==> config.mk <==
export PLATFORM = sky130hd
export DESIGN_NAME = stateen_csr_bank
export DESIGN_NICKNAME = d
export VERILOG_FILES = /design/src/rtl/stateen_pkg.sv /design/src/rtl/stateen_addr_dec.sv /design/src/rtl/stateen_reg.sv /design/src/rtl/stateen_csr_bank.sv
export SDC_FILE = /design/constraint.sdc
export NUM_CORES = 1
export LEC_CHECK = 0
export BUFFER_PORTS_ARGS = -buffer_cell sky130_fd_sc_hd__buf_2
export CAP_MARGIN = 20
export CORE_AREA = 2 2 134 136
export CTS_BUF_LIST = sky130_fd_sc_hd__clkbuf_16
export DETAILED_ROUTE_END_ITERATION = 7
export DIE_AREA = 0 0 136 138
export GPL_ROUTABILITY_DRIVEN = 0
export MAX_ROUTING_LAYER = met4
export PLACE_DENSITY = 0.47
export SKIP_CTS_REPAIR_TIMING = 1
export SKIP_LAST_GASP = 1
export SLEW_MARGIN = 0
export SYNTH_ARGS = -nofsm -noshare
export SYNTH_HDL_FRONTEND = slang
export SYNTH_SLANG_ARGS = --single-unit
==> constraint.sdc <==
create_clock -name clk -period 3.2 [get_ports clk]
set_clock_uncertainty 0.2 [all_clocks]
set_input_delay 0.48 -clock clk [delete_from_list [all_inputs] [get_ports clk]]
set_output_delay 0.48 -clock clk [all_outputs]
set_load 0.01 [all_outputs]
==> src/rtl/stateen_pkg.sv <==
package stateen_pkg;
  localparam int unsigned SE_W  = 64;
  localparam int unsigned SE_SW = 32;

  localparam int unsigned B_CUSTOM  = 0;
  localparam int unsigned B_FCSR    = 1;
  localparam int unsigned B_JVT     = 2;
  localparam int unsigned B_DELEG   = 56;
  localparam int unsigned B_CONTEXT = 57;
  localparam int unsigned B_IMSIC   = 58;
  localparam int unsigned B_AIA     = 59;
  localparam int unsigned B_CSRIND  = 60;
  localparam int unsigned B_ENVCFG  = 62;
  localparam int unsigned B_SE0     = 63;

  localparam logic [SE_W-1:0] ONE64 = 64'd1;

  localparam logic [SE_W-1:0] LOW_FIELDS =
    (ONE64 << B_CUSTOM) | (ONE64 << B_FCSR) | (ONE64 << B_JVT);
  localparam logic [SE_W-1:0] HYP_FIELDS = LOW_FIELDS |
    (ONE64 << B_CONTEXT) | (ONE64 << B_IMSIC) | (ONE64 << B_AIA) |
    (ONE64 << B_CSRIND) | (ONE64 << B_ENVCFG) | (ONE64 << B_SE0);
  localparam logic [SE_W-1:0] MACH_FIELDS = HYP_FIELDS | (ONE64 << B_DELEG);

  localparam logic [11:0] A_MACH    = 12'h30C;
  localparam logic [11:0] A_MACH_HI = 12'h31C;
  localparam logic [11:0] A_HYP     = 12'h60C;
  localparam logic [11:0] A_HYP_HI  = 12'h61C;
  localparam logic [11:0] A_SUP     = 12'h10C;

  typedef enum logic [1:0] {
    LVL_NONE = 2'd0,
    LVL_M    = 2'd1,
    LVL_H    = 2'd2,
    LVL_S    = 2'd3
  } se_level_e;

  typedef struct packed {
    se_level_e lvl;
    logic      idx0;
    logic      hi;
  } se_sel_t;
endpackage

==> src/rtl/stateen_addr_dec.sv <==
module stateen_addr_dec
  import stateen_pkg::*;
#(
  parameter int unsigned XLEN = 64
) (
  input  logic [11:0] addr,
  output se_sel_t     sel
);
  localparam bit HAS_HI = (XLEN == 32);

  logic [11:0] base;

  always_comb begin
    base     = {addr[11:2], 2'b00};
    sel.lvl  = LVL_NONE;
    sel.hi   = 1'b0;
    sel.idx0 = (addr[1:0] == 2'b00);
    unique case (base)
      A_MACH: sel.lvl = LVL_M;
      A_HYP:  sel.lvl = LVL_H;
      A_SUP:  sel.lvl = LVL_S;
      A_MACH_HI: if (HAS_HI) begin
        sel.lvl = LVL_M;
        sel.hi  = 1'b1;
      end
      A_HYP_HI: if (HAS_HI) begin
        sel.lvl = LVL_H;
        sel.hi  = 1'b1;
      end
      default: sel.lvl = LVL_NONE;
    endcase
  end

  always_comb begin
    // high halves decode only in the 32-bit configuration
    p_hi_only_rv32_r8: assert (!sel.hi || HAS_HI);
  end
endmodule

==> src/rtl/stateen_reg.sv <==
module stateen_reg #(
  parameter int unsigned     W     = 64,
  parameter logic [W-1:0]    WMASK = '1
) (
  input  logic         clk,
  input  logic         rst_n,
  input  logic         we_lo,
  input  logic         we_hi,
  input  logic [W-1:0] wdata,
  output logic [W-1:0] q
);
  localparam int unsigned H     = W / 2;
  localparam logic [W-1:0] LO_M = {{(W-H){1'b0}}, {H{1'b1}}};
  localparam logic [W-1:0] HI_M = ~LO_M;

  logic [W-1:0] q_d;
  logic [W-1:0] sel_m;
  logic         q_en;

  always_comb begin
    sel_m = (({W{we_lo}} & LO_M) | ({W{we_hi}} & HI_M)) & WMASK;
    q_d   = (q & ~sel_m) | (wdata & sel_m);
    q_en  = we_lo | we_hi;
  end

  always_ff @(posedge clk or negedge rst_n) begin
    if (!rst_n)    q <= '0;
    else if (q_en) q <= q_d;
  end

  // with no write strobe the stored value holds
  p_hold_r7: assert property (@(posedge clk) disable iff (!rst_n)
    !(we_lo || we_hi) |=> $stable(q));
endmodule

==> src/rtl/stateen_csr_bank.sv <==
module stateen_csr_bank
  import stateen_pkg::*;
#(
  parameter int unsigned     XLEN   = 64,
  parameter logic [63:0]     M_IMPL = '1,
  parameter logic [63:0]     H_IMPL = '1,
  parameter logic [31:0]     S_IMPL = '1
) (
  input  logic            clk,
  input  logic            rst_n,
  input  logic [11:0]     csr_addr,
  input  logic            csr_we,
  input  logic [XLEN-1:0] csr_wdata,
  input  logic [1:0]      priv,
  input  logic            virt,
  input  logic            f_ext_on,
  output logic            csr_hit,
  output logic [XLEN-1:0] csr_rdata,
  output logic [63:0]     m_eff,
  output logic [63:0]     h_eff,
  output logic [31:0]     s_eff,
  output logic [31:0]     vs_eff
);
  localparam logic [63:0] M_WM = M_IMPL & MACH_FIELDS;
  localparam logic [63:0] H_WM = (H_IMPL | (ONE64 << B_SE0)) & HYP_FIELDS;
  localparam logic [31:0] S_WM = S_IMPL & LOW_FIELDS[31:0];
  localparam bit          WIDE = (XLEN == 64);

  se_sel_t     sel;
  logic [63:0] wdata_w;
  logic [63:0] m_q, h_q;
  logic [31:0] s_q;
  logic        wr;
  logic        m_we_lo, m_we_hi, h_we_lo, h_we_hi, s_we;
  logic [63:0] fcsr_kill;
  logic        vs_mode;
  logic [63:0] rd_view;

  stateen_addr_dec #(.XLEN(XLEN)) u_dec (.addr(csr_addr), .sel(sel));

  generate
    if (WIDE) begin : g_w64
      assign wdata_w   = csr_wdata;
      assign csr_rdata = rd_view;
    end else begin : g_w32
      assign wdata_w   = {csr_wdata, csr_wdata};
      assign csr_rdata = sel.hi ? rd_view[63:32] : rd_view[31:0];
    end
  endgenerate

  always_comb begin
    wr      = csr_we & sel.idx0;
    m_we_lo = wr && (sel.lvl == LVL_M) && (WIDE || !sel.hi);
    m_we_hi = wr && (sel.lvl == LVL_M) && (WIDE || sel.hi);
    h_we_lo = wr && (sel.lvl == LVL_H) && (WIDE || !sel.hi);
    h_we_hi = wr && (sel.lvl == LVL_H) && (WIDE || sel.hi);
    s_we    = wr && (sel.lvl == LVL_S);
  end

  stateen_reg #(.W(64), .WMASK(M_WM)) u_mreg (
    .clk(clk), .rst_n(rst_n), .we_lo(m_we_lo), .we_hi(m_we_hi),
    .wdata(wdata_w), .q(m_q));

  stateen_reg #(.W(64), .WMASK(H_WM)) u_hreg (
    .clk(clk), .rst_n(rst_n), .we_lo(h_we_lo), .we_hi(h_we_hi),
    .wdata(wdata_w), .q(h_q));

  stateen_reg #(.W(32), .WMASK(S_WM)) u_sreg (
    .clk(clk), .rst_n(rst_n), .we_lo(s_we), .we_hi(s_we),
    .wdata(wdata_w[31:0]), .q(s_q));

  always_comb begin
    fcsr_kill = f_ext_on ? (ONE64 << B_FCSR) : 64'd0;
    m_eff     = m_q & M_WM & ~fcsr_kill;
    h_eff     = h_q & H_WM & m_eff;
    s_eff     = s_q & S_WM & m_eff[31:0];
    vs_eff    = s_eff & h_eff[31:0];
    vs_mode   = virt && (priv == 2'b01);
    csr_hit   = (sel.lvl != LVL_NONE);
    rd_view   = 64'd0;
    if (sel.idx0) begin
      unique case (sel.lvl)
        LVL_M:   rd_view = m_eff;
        LVL_H:   rd_view = h_eff;
        LVL_S:   rd_view = {32'd0, vs_mode ? vs_eff : s_eff};
        default: rd_view = 64'd0;
      endcase
    end
  end

  // a machine low-half write shows up in the machine view next cycle
  p_m_write_r2: assert property (@(posedge clk) disable iff (!rst_n)
    (csr_we && csr_addr == A_MACH && !f_ext_on)
      |=> f_ext_on || m_eff[31:0] == ($past(csr_wdata[31:0]) & M_WM[31:0]));

  // hypervisor bit 63 takes a written one whenever machine bit 63 is set
  p_h63_writable_r3: assert property (@(posedge clk) disable iff (!rst_n)
    (csr_we && csr_addr == A_HYP_HI + (WIDE ? 12'h000 : 12'h000) - (WIDE ? 12'h010 : 12'h000)
       && m_eff[63] && csr_wdata[XLEN-1]) |=> h_eff[63]);

  // writes to indices 1..3 leave every view unchanged
  p_idx_ignored_r9: assert property (@(posedge clk) disable iff (!rst_n)
    (csr_we && csr_hit && !sel.idx0) |=>
      (f_ext_on != $past(f_ext_on)) ||
      ($stable(m_eff) && $stable(h_eff) && $stable(s_eff)));

  // a write aimed at a lower level leaves the machine view alone
  p_m_kept_r7: assert property (@(posedge clk) disable iff (!rst_n)
    (csr_we && sel.lvl != LVL_M) |=>
      (f_ext_on != $past(f_ext_on)) || $stable(m_eff));

  always_comb begin
    // addresses that are not decoded read zero
    p_nohit_zero_r8: assert (csr_hit || csr_rdata == '0);
    // FCSR enable is off everywhere while the F extension is on
    p_fcsr_off_r6: assert (!f_ext_on || (!m_eff[B_FCSR] && !h_eff[B_FCSR] && !vs_eff[B_FCSR]));
  end
endmodule

==> results of run 1 <==
## metal layers
layer,vias up,track usage,share of wire
li1,735,-,-
met1,756,0.0626,0.38
met2,153,0.0881,0.49
met3,4,0.0147,0.12
met4,0,0.0115,0.0072
met5,-,-,0
## worst max-delay path: cells and delay by family
kind	cells	cell delay (ns)
buf+inv	2	0.27
simple gates	3	0.90
compound gates	1	0.26
## synth_stat cells
| cell type | count |
|---|---|
| sky130_fd_sc_hd__clkbuf_1 | 2 |
| sky130_fd_sc_hd__a21o_1 | 3 |
| sky130_fd_sc_hd__nand3_2 | 1 |
| sky130_fd_sc_hd__and3_1 | 3 |
| sky130_fd_sc_hd__or3_4 | 1 |
| sky130_fd_sc_hd__dfrtp_1 | 22 |
| sky130_fd_sc_hd__nor3b_1 | 6 |
| sky130_fd_sc_hd__and2_1 | 12 |
| sky130_fd_sc_hd__o21a_1 | 1 |
| sky130_fd_sc_hd__nand4_4 | 2 |
| sky130_fd_sc_hd__nand4bb_4 | 1 |
| sky130_fd_sc_hd__and3b_1 | 2 |
| sky130_fd_sc_hd__nor2_2 | 1 |
| sky130_fd_sc_hd__nor4b_4 | 1 |
| sky130_fd_sc_hd__conb_1 | 1 |
| sky130_fd_sc_hd__o211ai_1 | 4 |
| sky130_fd_sc_hd__mux2_1 | 15 |
| sky130_fd_sc_hd__nand3_1 | 3 |
| sky130_fd_sc_hd__nor2_8 | 1 |
| sky130_fd_sc_hd__nor2b_1 | 2 |
| sky130_fd_sc_hd__nand2_1 | 2 |
| sky130_fd_sc_hd__a21oi_1 | 9 |
| sky130_fd_sc_hd__nor2_1 | 1 |
| sky130_fd_sc_hd__nand3b_1 | 1 |
| sky130_fd_sc_hd__buf_4 | 230 |
| sky130_fd_sc_hd__mux2_2 | 7 |
## cell usage in the layout (no fill, tap or decap), types with 2 or more instances in the layout
| cell type | count |
|---|---|
| sky130_fd_sc_hd__mux2_2 | 7 |
| sky130_fd_sc_hd__a21o_1 | 3 |
| sky130_fd_sc_hd__mux2_1 | 15 |
| sky130_fd_sc_hd__nand4_4 | 2 |
| sky130_fd_sc_hd__and3_1 | 3 |
| sky130_fd_sc_hd__a21oi_1 | 9 |
| sky130_fd_sc_hd__nor3b_1 | 6 |
| sky130_fd_sc_hd__conb_1 | 221 |
| sky130_fd_sc_hd__and3b_1 | 2 |
| sky130_fd_sc_hd__nand2_1 | 2 |
| sky130_fd_sc_hd__o211ai_1 | 4 |
| sky130_fd_sc_hd__nor2b_1 | 2 |
| sky130_fd_sc_hd__clkbuf_16 | 3 |
| sky130_fd_sc_hd__nand3_1 | 3 |
| sky130_fd_sc_hd__buf_2 | 64 |
| sky130_fd_sc_hd__dfrtp_1 | 22 |
| sky130_fd_sc_hd__and2_1 | 12 |
## worst paths after layout
kind | from | slack [ns] | to
max in group asynchronous | rst_n | 2.44 | async pin
min in group clk | csr_wdata[58] | 0.25 | register
setup reg to reg | register | 2.15 | register
setup / recovery | csr_addr[11] | 0.60 | csr_rdata[63]
hold / removal | rst_n | 0.002 | async pin
hold reg to reg | register | 0.30 | register
## cells by family (layout without fill, tap and decap cells)
| logic type | count (synthesis) | in the layout |
|---|---|---|
| AOI/OAI and AO/OA | 17 | 17 |
| other | 1 | 221 |
| DFF | 22 | 22 |
| and+or+nand+nor | 40 | 40 |
| muxes | 22 | 22 |
| buffers and inverters | 232 | 68 |
## layout make-up
type / instances / area share
Tap cell: 229 / 0.104
Sequential cell: 22 / 0.199
Clock buffer: 3 / 0.0271
Multi-Input combinational cell: 300 / 0.552
Timing Repair Buffer: 65 / 0.118
## power by group
part / switching (mW) / leakage, nW / total, mW / internal, mW
clock: 0.106 / 0.0370 / 0.271 / 0.165
combinational: 0.145 / 1.35 / 0.165 / 0.0206
sequential: 0.00110 / 0.307 / 0.280 / 0.279
==> reports/qor.json, run 1 <==
{
  "run_status": "finished clean",
  "fin_nets": 475,
  "irDropWorstVdd_v": 0.000139,
  "min_period_ns": 2.60,
  "finish.utilization": 0.158,
  "worstMarginPinSlew_ns": 0.534,
  "crit_path_max_incr_delay_ns": 0.43,
  "sequence_of_cells_on_the_critical_path": "buf_2 > or3_4 > nor2_8 > o211ai_1 > nor3b_1 > buf_2",
  "diodes": 0,
  "worstSetupStartpointType": "input port",
  "first_drt_iteration_drcs": 50,
  "count_of_distinct_cell_types_in_the_synthesized_netlist": 26,
  "critPathMostFrequentCell": "sky130_fd_sc_hd__buf_2",
  "grt_pass1_wl_um": 7520,
  "synth_fa_ha_area_frac": 0,
  "dieHeight_um": 138,
  "largest_family_of_logic_cells_by_synthesized_area": "buffers and inverters",
  "worstSkewPairLatency_ns": 0.26,
  "grt_pass1_vias": 1279,
  "final.period_utilization": 0.811,
  "fp.dieArea_um2": 18800,
  "multiInputGateArea_um2": 1530,
  "synth-compound-area-share": 0.0352,
  "fillerInstances": 2037,
  "drtAntennaViolNets": 0,
  "setup.worst_path.class": "in2out",
  "ctsHtreeMaxLevel": 1,
  "syn2layout_area_growth_pct": -7.33,
  "route.detailed.drc": 0,
  "tritoncts": "built",
  "track_usage": 0.0526,
  "maximum_number_of_pins_on_one_net_before_global_route_repair": 23,
  "grt_antenna_before_repair": 0,
  "finalHoldViolations": 0,
  "grt.overflow.total": 0,
  "finalMaxSlewViolations": 0,
  "io_pins": 340,
  "totalPowerFinal_mw": 0.717,
  "syn-cell-area_um2": 2990,
  "cts_inserted_buffers": 3,
  "fmax_mhz": 385,
  "finalSetupViolations": 0,
  "seq_total_area_yosys": 0.184,
  "numPortBuffers": 64,
  "num_vias": 1648,
  "final.setup.worst_slack_ns": 0.604,
  "tritoncts_num_sinks": 22,
  "grt_setup_unrepaired": "false",
  "holdCritPathClass": "in2async",
  "worst_ep_arrival_time_ns": 1.92,
  "synthesis.area_per_instance_um2": 8.94,
  "rows": 49,
  "dr_vias_cell": 2.66,
  "clk_pin_slew_ns": 0.06,
  "worst_hold_slack_after_final_layout_ns": 0.00206,
  "power_leakage_nw": 1.70,
  "routedWlPerCell_um": 8.51,
  "timing.critical_path.required_ns": 2.52,
  "synth.ff_latch_count": 22,
  "initial_core_util": 0.170,
  "place_inst": 616,
  "post_place_cell_area_um2": 2690,
  "synth-simple-area-share": 0.115,
  "relSlewSlack": 0.643,
  "drt_pre_antenna_iters": 4,
  "preCtsSetupSlack_ns": 0.552,
  "reg2regPathDepth": 1,
  "power_density_nw_per_um2": 259,
  "die_x_um": 136,
  "synth_xor_xnor_area_share": 0,
  "route.final.wire_length_um": 5270,
  "seqCellArea_um2": 551,
  "finalSetupTns_ns": 0,
  "final_layout_size_suffix_gt1_frac": 0.213,
  "core_area_um2": 17500,
  "synth_area_leader_cell": "sky130_fd_sc_hd__buf_4",
  "synthMuxAreaShare": 0.0830,
  "synth_top_area_frac": 0.578,
  "cts_root_buffer": "sky130_fd_sc_hd__clkbuf_16",
  "synthTopCellsByArea": "sky130_fd_sc_hd__buf_4, sky130_fd_sc_hd__dfrtp_1, sky130_fd_sc_hd__mux2_1, sky130_fd_sc_hd__mux2_2, sky130_fd_sc_hd__and2_1",
  "netlist_instances": 334,
  "place.detailed.hpwl_um": 4420,
  "crit_path_max_fanout": 8,
  "timing.max_cap.violations": 0,
  "crit_path_end_kind": "output pin",
  "yosysWarnings": 0,
  "cts.path.max_buffers": 2,
  "finalInstanceArea_um2": 2770,
  "slowest_stage": "sky130_fd_sc_hd__or3_4",
  "layoutNonFillerInstCount": 619
}
No activity file was read; power rests on OpenSTA's default activity.
==> run 2: changes to the inputs <==
--- a/config.mk
+++ b/config.mk
@@ -13,7 +13,7 @@
 export DIE_AREA = 0 0 136 138
 export GPL_ROUTABILITY_DRIVEN = 0
 export MAX_ROUTING_LAYER = met4
-export PLACE_DENSITY = 0.47
+export PLACE_DENSITY = 0.48
 export SKIP_CTS_REPAIR_TIMING = 1
 export SKIP_LAST_GASP = 1
 export SLEW_MARGIN = 0
==> constraint.sdc (replaced) <==
create_clock -name clk -period 2.2 [get_ports clk]
set_clock_uncertainty 0.2 [all_clocks]
set_input_delay 0.33 -clock clk [delete_from_list [all_inputs] [get_ports clk]]
set_output_delay 0.33 -clock clk [all_outputs]
set_load 0.01 [all_outputs]
==> run 2 against run 1 <==
  * The flow now finishes with violations (setup timing)
  * Via count up 3.2%
  * Register-to-register slack worse by 1.0 ns
  * Non-clock buffer count up 9
  * Sequential cell count unchanged
  * Die area unchanged
  * Clock-buffer cell count unchanged
  * Utilization up 0.49 points
  * Wire length up 1.4%
  * First-iteration DRC count up 10%
  * Critical endpoint is now csr_rdata[1]
  * Largest power group unchanged
  * Highest routed layer unchanged
==> reports/qor.json, run 2 (synthesis results as in run 1) <==
{
  "run_status": "finished with violations",
  "failed_checks": "setup timing",
  "setup.worst_path.class": "in2out",
  "first_drt_iteration_drcs": {"value": 55, "change": "+10%"},
  "cts.path.max_buffers": {"value": 2, "change": "unchanged"},
  "tritoncts": "built",
  "rows": {"value": 49, "change": "unchanged"},
  "initial_core_util": {"value": 0.170, "change": "unchanged"},
  "tritoncts_num_sinks": {"value": 22, "change": "unchanged"},
  "layout_common_cells": "sky130_fd_sc_hd__conb_1, sky130_fd_sc_hd__buf_2, sky130_fd_sc_hd__dfrtp_1",
  "grt_pass1_wl": {"value": 7500, "unit": "um", "change": "-0.28%"},
  "dr_vias_cell": {"value": 2.70, "change": "+1.6%"},
  "worstSkewPairLatency": {"value": 0.26, "unit": "ns", "change": "about the same"},
  "maximum_number_of_pins_on_one_net_before_global_route_repair": {"value": 23, "change": "unchanged"},
  "crit_path_end_kind": "output pin",
  "grt_setup_unrepaired": "true",
  "relSlewSlack": {"value": 0.645, "change": "+0.00242"},
  "layout.cells.most_common": "sky130_fd_sc_hd__conb_1",
  "ctsHtreeMaxLevel": {"value": 1, "change": "unchanged"},
  "crit_path_max_fanout": {"value": 4, "change": "-4"},
  "power_leakage": {"value": 1.75, "unit": "nW", "change": "+3.0%"},
  "fmax_mhz": 451,
  "fp.dieArea": {"value": 18800, "unit": "um2", "change": "unchanged"},
  "holdCritPathClass": "in2reg",
  "core_area": {"value": 17500, "unit": "um2", "change": "unchanged"},
  "drt_pre_antenna_iters": {"value": 4, "change": "unchanged"},
  "rrSetupSlack": {"value": 1.15, "unit": "ns", "change": "-1.00 ns"},
  "worst_ep_arrival_time": {"value": 1.69, "unit": "ns", "change": "-0.23 ns"},
  "io_pins": {"value": 340, "change": "unchanged"},
  "die_x": {"value": 136, "unit": "um", "change": "unchanged"},
  "cts_root_buffer": "sky130_fd_sc_hd__clkbuf_16",
  "finalSetupTns": {"value": -0.0196, "unit": "ns", "change": "-0.0196 ns"},
  "finalHoldViolations": {"value": 0, "change": "unchanged"},
  "finish.utilization": {"value": 0.163, "change": "+0.00485"},
  "worstSetupStartpointType": "input port",
  "num_vias": {"value": 1701, "change": "+3.2%"},
  "cts_inserted_buffers": {"value": 3, "change": "unchanged"},
  "drtAntennaViolNets": {"value": 0, "change": "unchanged"},
  "route.final.wire_length": {"value": 5340, "unit": "um", "change": "+1.4%"},
  "final_layout_size_suffix_gt1_frac": {"value": 0.230, "change": "+0.0172"},
  "fin_nets": {"value": 484, "change": "+1.9%"},
  "clk_pin_slew": {"value": 0.06, "unit": "ns", "change": "about the same"},
  "grt.overflow.total": {"value": 0, "change": "unchanged"},
  "grt_pass1_vias": {"value": 1323, "change": "+3.4%"},
  "timing.max_cap.violations": {"value": 0, "change": "unchanged"},
  "finalMaxSlewViolations": {"value": 0, "change": "unchanged"},
  "grt_antenna_before_repair": {"value": 0, "change": "unchanged"},
  "irDropWorstVdd": {"value": 0.000206, "unit": "V", "change": "+48%"},
  "final.period_utilization": 1.01,
  "place.detailed.hpwl": {"value": 4480, "unit": "um", "change": "+1.3%"},
  "numPortBuffers": {"value": 64, "change": "unchanged"},
  "timing.critical_path.required": {"value": 1.67, "unit": "ns", "change": "-0.85 ns"},
  "power_density": {"value": 371, "unit": "nW/um2", "change": "+43%"},
  "routedWlPerCell": {"value": 8.49, "unit": "um", "change": "-0.24%"},
  "finalSetupViolations": {"value": 1, "change": "+1"},
  "diodes": {"value": 0, "change": "unchanged"},
  "syn2layout_area_growth_pct": -4.48,
  "fillerInstances": {"value": 2041, "change": "+0.20%"},
  "final.setup.worst_slack": {"value": -0.0196, "unit": "ns", "change": "-0.624 ns"},
  "min_period_ns": 2.22,
  "track_usage": {"value": 0.0520, "change": "-0.000597"},
  "worstMarginPinSlew": {"value": 0.532, "unit": "ns", "change": "-0.00129 ns"},
  "dieHeight": {"value": 138, "unit": "um", "change": "unchanged"},
  "route.detailed.drc": {"value": 0, "change": "unchanged"}
}
## run 2: changes by cell type in the layout (fill, tap and decap cells not counted)
cell                            previous run  this run
sky130_fd_sc_hd__buf_2                    64        63
sky130_fd_sc_hd__buf_4                     1         9
sky130_fd_sc_hd__buf_6                     0         1
sky130_fd_sc_hd__clkinv_1                  0         1
sky130_fd_sc_hd__dlygate4sd3_1             0         1
sky130_fd_sc_hd__nor3b_1                   6         5
sky130_fd_sc_hd__nor3b_2                   0         1
## run 2: layout make-up
cell class	instances	area, um2	share of cell area
clock buffer	3	75.1	0.0263
sequential	22	551	0.193
clock inverter	1	3.75	0.00132
tap	229	287	0.100
multi-input combinational	300	1530	0.537
timing repair buffer	74	404	0.142
## run 2: final timing paths
kind                                     from           end  depth (start not counted)
max in group asynchronous               rst_n     async pin                          2
worst max-delay path             csr_addr[11]  csr_rdata[1]                          6
worst min-delay path            csr_wdata[60]      register                          2
min in group asynchronous               rst_n     async pin                          2
worst min register to register       register      register                          1
worst max register to register       register      register                          1
## run 2: power by group
part | leakage, nW | internal, mW | switching (mW)
clock network | 0.0385 | 0.243 | 0.159
logic | 1.40 | 0.0361 | 0.211
registers | 0.307 | 0.406 | 0.00155
## run 2: routing by layer
layer  GRT usage  share of wire  vias up
li1            -              -      753
met1      0.0604           0.37      787
met2      0.0886           0.50      157
met3      0.0117           0.12        4
met4      0.0159          0.015        0
met5           -              0        -
## run 2: per-stage QoR
step           setup slack (ns)  hold WS, ns  power (mW)  std cells  cell area [um2]
2_1_floorplan             0.237       -0.166       0.895        554             3810
3_3_place_gp            -0.0323        0.146       0.652        624             2750
3_5_place_dp            -0.0533        0.147       0.653        624             2750
4_1_cts                 -0.0609       -0.126        1.05        628             2830
5_1_grt                  -0.142       0.0946        1.12        629             2850
6_report                -0.0196       0.0924        1.06        629             2850
## run 2: worst max-delay path, cell delays in order
cell and delay (ns):
sky130_fd_sc_hd__buf_6 0.09, sky130_fd_sc_hd__or3_4 0.43, sky130_fd_sc_hd__nor4b_4 0.34, sky130_fd_sc_hd__o211ai_1 0.15, sky130_fd_sc_hd__a21oi_1 0.19, sky130_fd_sc_hd__buf_2 0.17
